<file path="src/rtl/gpio_pkg.sv">
package gpio_pkg;
  localparam int BUS_W  = 32;
  localparam int ADDR_W = 2;

  typedef enum logic [ADDR_W-1:0] {
    OFS_CTRL = 2'd0,
    OFS_DATA = 2'd1,
    OFS_ICFG = 2'd2,
    OFS_IEN  = 2'd3
  } gpio_ofs_e;
endpackage

</file>
<file path="src/rtl/gpio_regs.sv">
module gpio_regs
  import gpio_pkg::*;
#(
  parameter int NPINS = 16
) (
  input  logic                clk,
  input  logic                rst_n,
  input  logic                bus_sel,
  input  logic                bus_wr,
  input  logic [ADDR_W-1:0]   bus_addr,
  input  logic [BUS_W-1:0]    bus_wdata,
  input  logic [NPINS-1:0]    level,
  output logic [2*NPINS-1:0]  ctrl_q,
  output logic [NPINS-1:0]    data_q,
  output logic                irq_en,
  output logic                cfg_err,
  output logic                bus_rvalid,
  output logic [BUS_W-1:0]    bus_rdata
);
  localparam int CTRL_W = 2 * NPINS;
  localparam int PAD_L  = BUS_W - NPINS;
  localparam int PAD_C  = BUS_W - CTRL_W;

  logic [NPINS-1:0] icfg_q;
  logic             wr_en;
  logic             rd_en;
  logic [BUS_W-1:0] rd_mux;
  gpio_ofs_e        ofs;

  assign ofs   = gpio_ofs_e'(bus_addr);
  assign wr_en = bus_sel & bus_wr;
  assign rd_en = bus_sel & ~bus_wr;

  // Register writes
  always_ff @(posedge clk or negedge rst_n) begin
    if (!rst_n) begin
      ctrl_q  <= '0;
      data_q  <= '0;
      icfg_q  <= '0;
      irq_en  <= 1'b0;
      cfg_err <= 1'b0;
    end else if (wr_en) begin
      case (ofs)
        OFS_CTRL: ctrl_q <= bus_wdata[CTRL_W-1:0];
        OFS_DATA: data_q <= bus_wdata[NPINS-1:0];
        OFS_ICFG: begin
          icfg_q <= bus_wdata[NPINS-1:0];
          if (bus_wdata[NPINS-1:0] != '0) cfg_err <= 1'b1;
        end
        OFS_IEN:  irq_en <= bus_wdata[0];
        default:  ;
      endcase
    end
  end

  // Read mux: the data offset returns resolved levels
  always_comb begin
    case (ofs)
      OFS_CTRL: rd_mux = {{PAD_C{1'b0}}, ctrl_q};
      OFS_DATA: rd_mux = {{PAD_L{1'b0}}, level};
      OFS_ICFG: rd_mux = {{PAD_L{1'b0}}, icfg_q};
      OFS_IEN:  rd_mux = {{(BUS_W-1){1'b0}}, irq_en};
      default:  rd_mux = '0;
    endcase
  end

  always_ff @(posedge clk or negedge rst_n) begin
    if (!rst_n) begin
      bus_rvalid <= 1'b0;
      bus_rdata  <= '0;
    end else begin
      bus_rvalid <= rd_en;
      if (rd_en) bus_rdata <= rd_mux;
    end
  end
endmodule

</file>
<file path="src/rtl/gpio_resolve.sv">
module gpio_resolve #(
  parameter int NPINS = 16
) (
  input  logic               clk,
  input  logic               rst_n,
  input  logic [2*NPINS-1:0] ctrl_q,
  input  logic [NPINS-1:0]   data_q,
  input  logic [NPINS-1:0]   periph_dir,
  input  logic [NPINS-1:0]   periph_data,
  output logic [NPINS-1:0]   level
);
  logic [NPINS-1:0] pdir_q;
  logic [NPINS-1:0] pdat_q;

  // Peripheral drive is registered once per clock
  always_ff @(posedge clk or negedge rst_n) begin
    if (!rst_n) begin
      pdir_q <= '0;
      pdat_q <= '0;
    end else begin
      pdir_q <= periph_dir;
      pdat_q <= periph_data;
    end
  end

  for (genvar n = 0; n < NPINS; n++) begin : g_pin
    logic cpu_oe;
    logic pull_en;
    assign cpu_oe   = ctrl_q[2*n];
    assign pull_en  = ctrl_q[2*n+1];
    assign level[n] = (cpu_oe & data_q[n])
                    | (pdir_q[n] & pdat_q[n])
                    | (~(cpu_oe | pdir_q[n]) & pull_en);
  end
endmodule

</file>
<file path="src/rtl/gpio_change.sv">
module gpio_change #(
  parameter int NPINS = 16,
  parameter int NLST  = 4
) (
  input  logic                  clk,
  input  logic                  rst_n,
  input  logic [NPINS-1:0]      level,
  input  logic [NLST*NPINS-1:0] lst_mask,
  input  logic [NLST-1:0]       lst_req,
  input  logic                  irq_en,
  output logic [NLST-1:0]       lst_notify,
  output logic                  port_irq
);
  logic [NPINS-1:0] prev_q;
  logic [NPINS-1:0] toggled;

  always_ff @(posedge clk or negedge rst_n) begin
    if (!rst_n) prev_q <= '0;
    else        prev_q <= level;
  end

  assign toggled = level ^ prev_q;

  for (genvar i = 0; i < NLST; i++) begin : g_lst
    assign lst_notify[i] = |(lst_mask[i*NPINS +: NPINS] & toggled);
  end

  always_ff @(posedge clk or negedge rst_n) begin
    if (!rst_n) port_irq <= 1'b0;
    else        port_irq <= irq_en & (|(lst_notify & lst_req));
  end
endmodule

</file>
<file path="src/rtl/gpio_port.sv">
module gpio_port
  import gpio_pkg::*;
#(
  parameter int NPINS = 16,
  parameter int NLST  = 4
) (
  input  logic                  clk,
  input  logic                  rst_n,
  input  logic                  bus_sel,
  input  logic                  bus_wr,
  input  logic [ADDR_W-1:0]     bus_addr,
  input  logic [BUS_W-1:0]      bus_wdata,
  output logic                  bus_rvalid,
  output logic [BUS_W-1:0]      bus_rdata,
  input  logic [NPINS-1:0]      periph_dir,
  input  logic [NPINS-1:0]      periph_data,
  input  logic [NLST*NPINS-1:0] lst_mask,
  input  logic [NLST-1:0]       lst_req,
  output logic [NLST-1:0]       lst_notify,
  output logic [NPINS-1:0]      pin_level,
  output logic                  port_irq,
  output logic                  cfg_err
);
  logic [2*NPINS-1:0] ctrl_q;
  logic [NPINS-1:0]   data_q;
  logic               irq_en;

  gpio_regs #(.NPINS(NPINS)) u_regs (
    .clk(clk), .rst_n(rst_n),
    .bus_sel(bus_sel), .bus_wr(bus_wr), .bus_addr(bus_addr),
    .bus_wdata(bus_wdata), .level(pin_level),
    .ctrl_q(ctrl_q), .data_q(data_q), .irq_en(irq_en), .cfg_err(cfg_err),
    .bus_rvalid(bus_rvalid), .bus_rdata(bus_rdata)
  );

  gpio_resolve #(.NPINS(NPINS)) u_resolve (
    .clk(clk), .rst_n(rst_n),
    .ctrl_q(ctrl_q), .data_q(data_q),
    .periph_dir(periph_dir), .periph_data(periph_data),
    .level(pin_level)
  );

  gpio_change #(.NPINS(NPINS), .NLST(NLST)) u_change (
    .clk(clk), .rst_n(rst_n),
    .level(pin_level), .lst_mask(lst_mask), .lst_req(lst_req),
    .irq_en(irq_en), .lst_notify(lst_notify), .port_irq(port_irq)
  );
endmodule

</file>
<file path="config.mk">
export PLATFORM = sky130hd
export DESIGN_NAME = gpio_port
export DESIGN_NICKNAME = d
export VERILOG_FILES = /design/src/rtl/gpio_pkg.sv /design/src/rtl/gpio_regs.sv /design/src/rtl/gpio_resolve.sv /design/src/rtl/gpio_change.sv /design/src/rtl/gpio_port.sv
export SDC_FILE = /design/constraint.sdc
export NUM_CORES = 1
export LEC_CHECK = 0
export BUFFER_PORTS_ARGS = -buffer_cell sky130_fd_sc_hd__buf_2
export CORE_ASPECT_RATIO = 0.8
export CORE_UTILIZATION = 40
export DETAILED_ROUTE_END_ITERATION = 12
export PLACE_DENSITY = 0.71
export SLEW_MARGIN = 20
export SYNTH_ARGS = -nofsm -noshare
export SYNTH_HDL_FRONTEND = slang
export SYNTH_SLANG_ARGS = --single-unit
</file>
<file path="constraint.sdc">
create_clock -name clk -period 3.05 [get_ports clk]
set_input_delay 0.61 -clock clk [delete_from_list [all_inputs] [get_ports clk]]
set_output_delay 0.61 -clock clk [all_outputs]
set_load 0.01 [all_outputs]
</file>
==> metrics.txt <==
Place WS=about 0.27 ns; area of the multi-input gates=3300 um^2; share of the synthesized area in the top cell type=0.540; LEAKAGE=between 0.004 and 0.005 uW; clock buffer depth=2; Reg2Reg Setup Slack=about 0.6 ns; slew margin rel.=0.579; Syn Area/Cell=12.4 um^2; Synth top cells by count=dfrtp_1, mux2_2, nand2_1; register area=approximately 3700 um^2; pwr/cell area=between 600 and 700 nW/um^2; Slew Limit Fails=0; Setup CP Type=flip-flop to output port; DP HPWL=roughly 14 mm; Hold Crit Class=input pin to async pin; core area=around 17000 um^2; number of cells produced by synthesis=552; die height=119 um; cell count after placement=967; unrepaired setup endpoints after global routing=true; final period utilization=0.975; worst reg2reg path endpoint=u_change.port_irq$_DFF_PN0_; number of remaining DRC errors=0; CTS tree=yes; Worst-Margin Slew=about 0.63 ns; first-pass GRT wire length=about 30 mm; Synth area leader=dfrtp_1; Crit. End Element=output port; WL final=19.1 mm; count leader, synth=dfrtp_1; row cnt=42; worst path required time=~2.4 ns; vias in the first global route=around 5300; Clk Latency, worst-skew pair=between 0.4 and 0.5 ns; Die ar.=about 18000 um^2; Post-synth top flop=dfrtp_1; worst path bufs/invs=2; share of layout cells above drive strength 1=0.463; Synth cell types=34; ys async rst share=1.00; Max Fclk=336 MHz; status=completed; worst r2r src=u_regs.ctrl_q[26]$_DFFE_PN0P_; Diodes inserted=0; initial core utilization=0.412; Fill cells=about 1400; Total GRT Usage=0.224; placed cell areas=approximately 8200 um^2; post-synthesis net count=roughly 700; VDD IR max=roughly 0.38 mV; Ports=between 150 and 200; Post-Layout Cell Count=1011; worst setup margin=between 0.07 and 0.08 ns; grt ovf=0; post-synthesis register bit count=between 100 and 150; Yosys Warn Count=0; Crit path largest cell delay=approximately 0.39 ns; initial antenna violation count=1; root buf cell=clkbuf_16; main area contributors after synthesis=dfrtp_1, mux2_2, mux2i_1; CP arrival=around 2.4 ns; Setup-failing EPs final=0; Via density=5.24; largest net degree at the start of global routing=between 60 and 70; Post-synth EDFFs=0; Max Fanout on Critical Path=4; slowest CP cell=dfrtp_1; cell family with most CP delay=compound AO/OA/AOI/OAI gates; Final Hold Viols=0; Util after Layout=0.555; max_cap viols=0; total CTS buffers=17; drt first pass iters=4; WHS=0.163 ns; FF-to-FF path depth=8; NumNets Final=a little over 900; RD Place Congestion=slightly above 0.9; crit path time final=a little under 3 ns; Cell Area, Synth=6860 um^2; Layout area overhead=34.6%; CP startpoint kind=flip-flop; CP Cell Sequence=nor3b_1 -> a221o_2 -> xor2_4 -> a2111oi_4 -> buf_4 -> nand4_1 -> buf_2; register area share after synthesis=0.540; drt wl/cell=between 15 and 20 um; port bufs=about 190; routed vias=around 5300; final clock skew=approximately 0.011 ns; Reg clk slew, reported paths=approximately 0.060 ns; H-tree Lvls=4; initial DRC count=around 350; Layout Cell Area excl Fill=a little over 9000 um^2; Final ANT Viol Nets=0; CTS Sinks=roughly 150; DIE WIDTH=between 100 and 150 um
-- registers in the layout, summed over array words and instances (netlist names) --
register           count
u_change.prev_q       16
u_regs.icfg_q         16
u_regs.ctrl_q         32
u_regs.cfg_err         1
u_resolve.pdat_q      16
u_regs.data_q         16
u_regs.irq_en          1
u_regs.bus_rdata      32
u_resolve.pdir_q      16
u_regs.bus_rvalid      1
u_change.port_irq      1
-- where the power goes --
group	switching, uW	internal [uW]
Sequential	308	2290
Combinational	879	951
Clock	852	1180
Total	2040	4430
-- metal layers --
| layer | up-vias | wire length (um) | global-route usage |
|---|---|---|---|
| li1 | 2488 | - | - |
| met1 | 2600 | 8700 | 0.313 |
| met2 | 193 | 8630 | 0.337 |
| met3 | 15 | 1500 | 0.0621 |
| met4 | 0 | 226 | 0.0677 |
| met5 | - | 0 | 0 |
-- final cells by class --
cell class                      count  share of cell area
Clock inverter                     12              0.0129
Clock buffer                       20              0.0494
Sequential cell                   148               0.401
Inverter                           18             0.00731
Multi-Input combinational cell    368               0.358
Timing Repair Buffer              225               0.142
Tap cell                          220              0.0298
-- cell usage in the layout (no fill, tap or decap), types with 12 or more instances in the layout --
cell / netlist / final
buf_2: 0 / 191
nand2_1: 59 / 59
clkbuf_16: 0 / 17
buf_4: 0 / 25
a22o_1: 16 / 16
nor3b_1: 14 / 12
mux2_2: 66 / 66
o21ai_0: 15 / 15
dfrtp_1: 148 / 148
nand2b_1: 49 / 48
inv_1: 18 / 18
mux2i_1: 48 / 46
-- logic make-up after synthesis --
kind of cell	count (synthesis)	synth area share
and+or+nand+nor	150	0.116
DFF	148	0.540
muxes	115	0.182
AOI/OAI and AO/OA	99	0.138
buffers and inverters	36	0.0197
xor gates and xnor gates	4	0.00510
-- metrics by stage --
stage               total power (uW)  setup TNS [ns]
finish                          6460               0
global route                    6780         -0.0803
CTS                             6260         -0.0103
detailed placement              4120               0
global placement                4100               0
floorplan                       3470               0
-- how the worst max path moves through the flow --
stage / start / to / slack, ns / depth (start not counted)
2_1_floorplan: u_regs.ctrl_q[17]$_DFFE_PN0P_ / lst_notify[0] / 0.68 / 5
3_3_place_gp: u_regs.ctrl_q[17]$_DFFE_PN0P_ / lst_notify[0] / 0.29 / 7
3_5_place_dp: u_regs.ctrl_q[17]$_DFFE_PN0P_ / lst_notify[0] / 0.27 / 7
4_1_cts: u_regs.ctrl_q[19]$_DFFE_PN0P_ / lst_notify[3] / -0.01 / 6
5_1_grt: u_regs.ctrl_q[26]$_DFFE_PN0P_ / lst_notify[2] / -0.04 / 7
6_report: u_regs.ctrl_q[17]$_DFFE_PN0P_ / lst_notify[1] / 0.08 / 7
-- timing repair --
action / CTS / global route
resized for setup: 13 / 28
endpoints found under the setup margin: 4 / 4
setup buffers: 3 / 9
cloned: 0 / 0
hold buffers: 0 / 0
pin swaps: 2 / 10
Power figures use the tool's default switching activity.
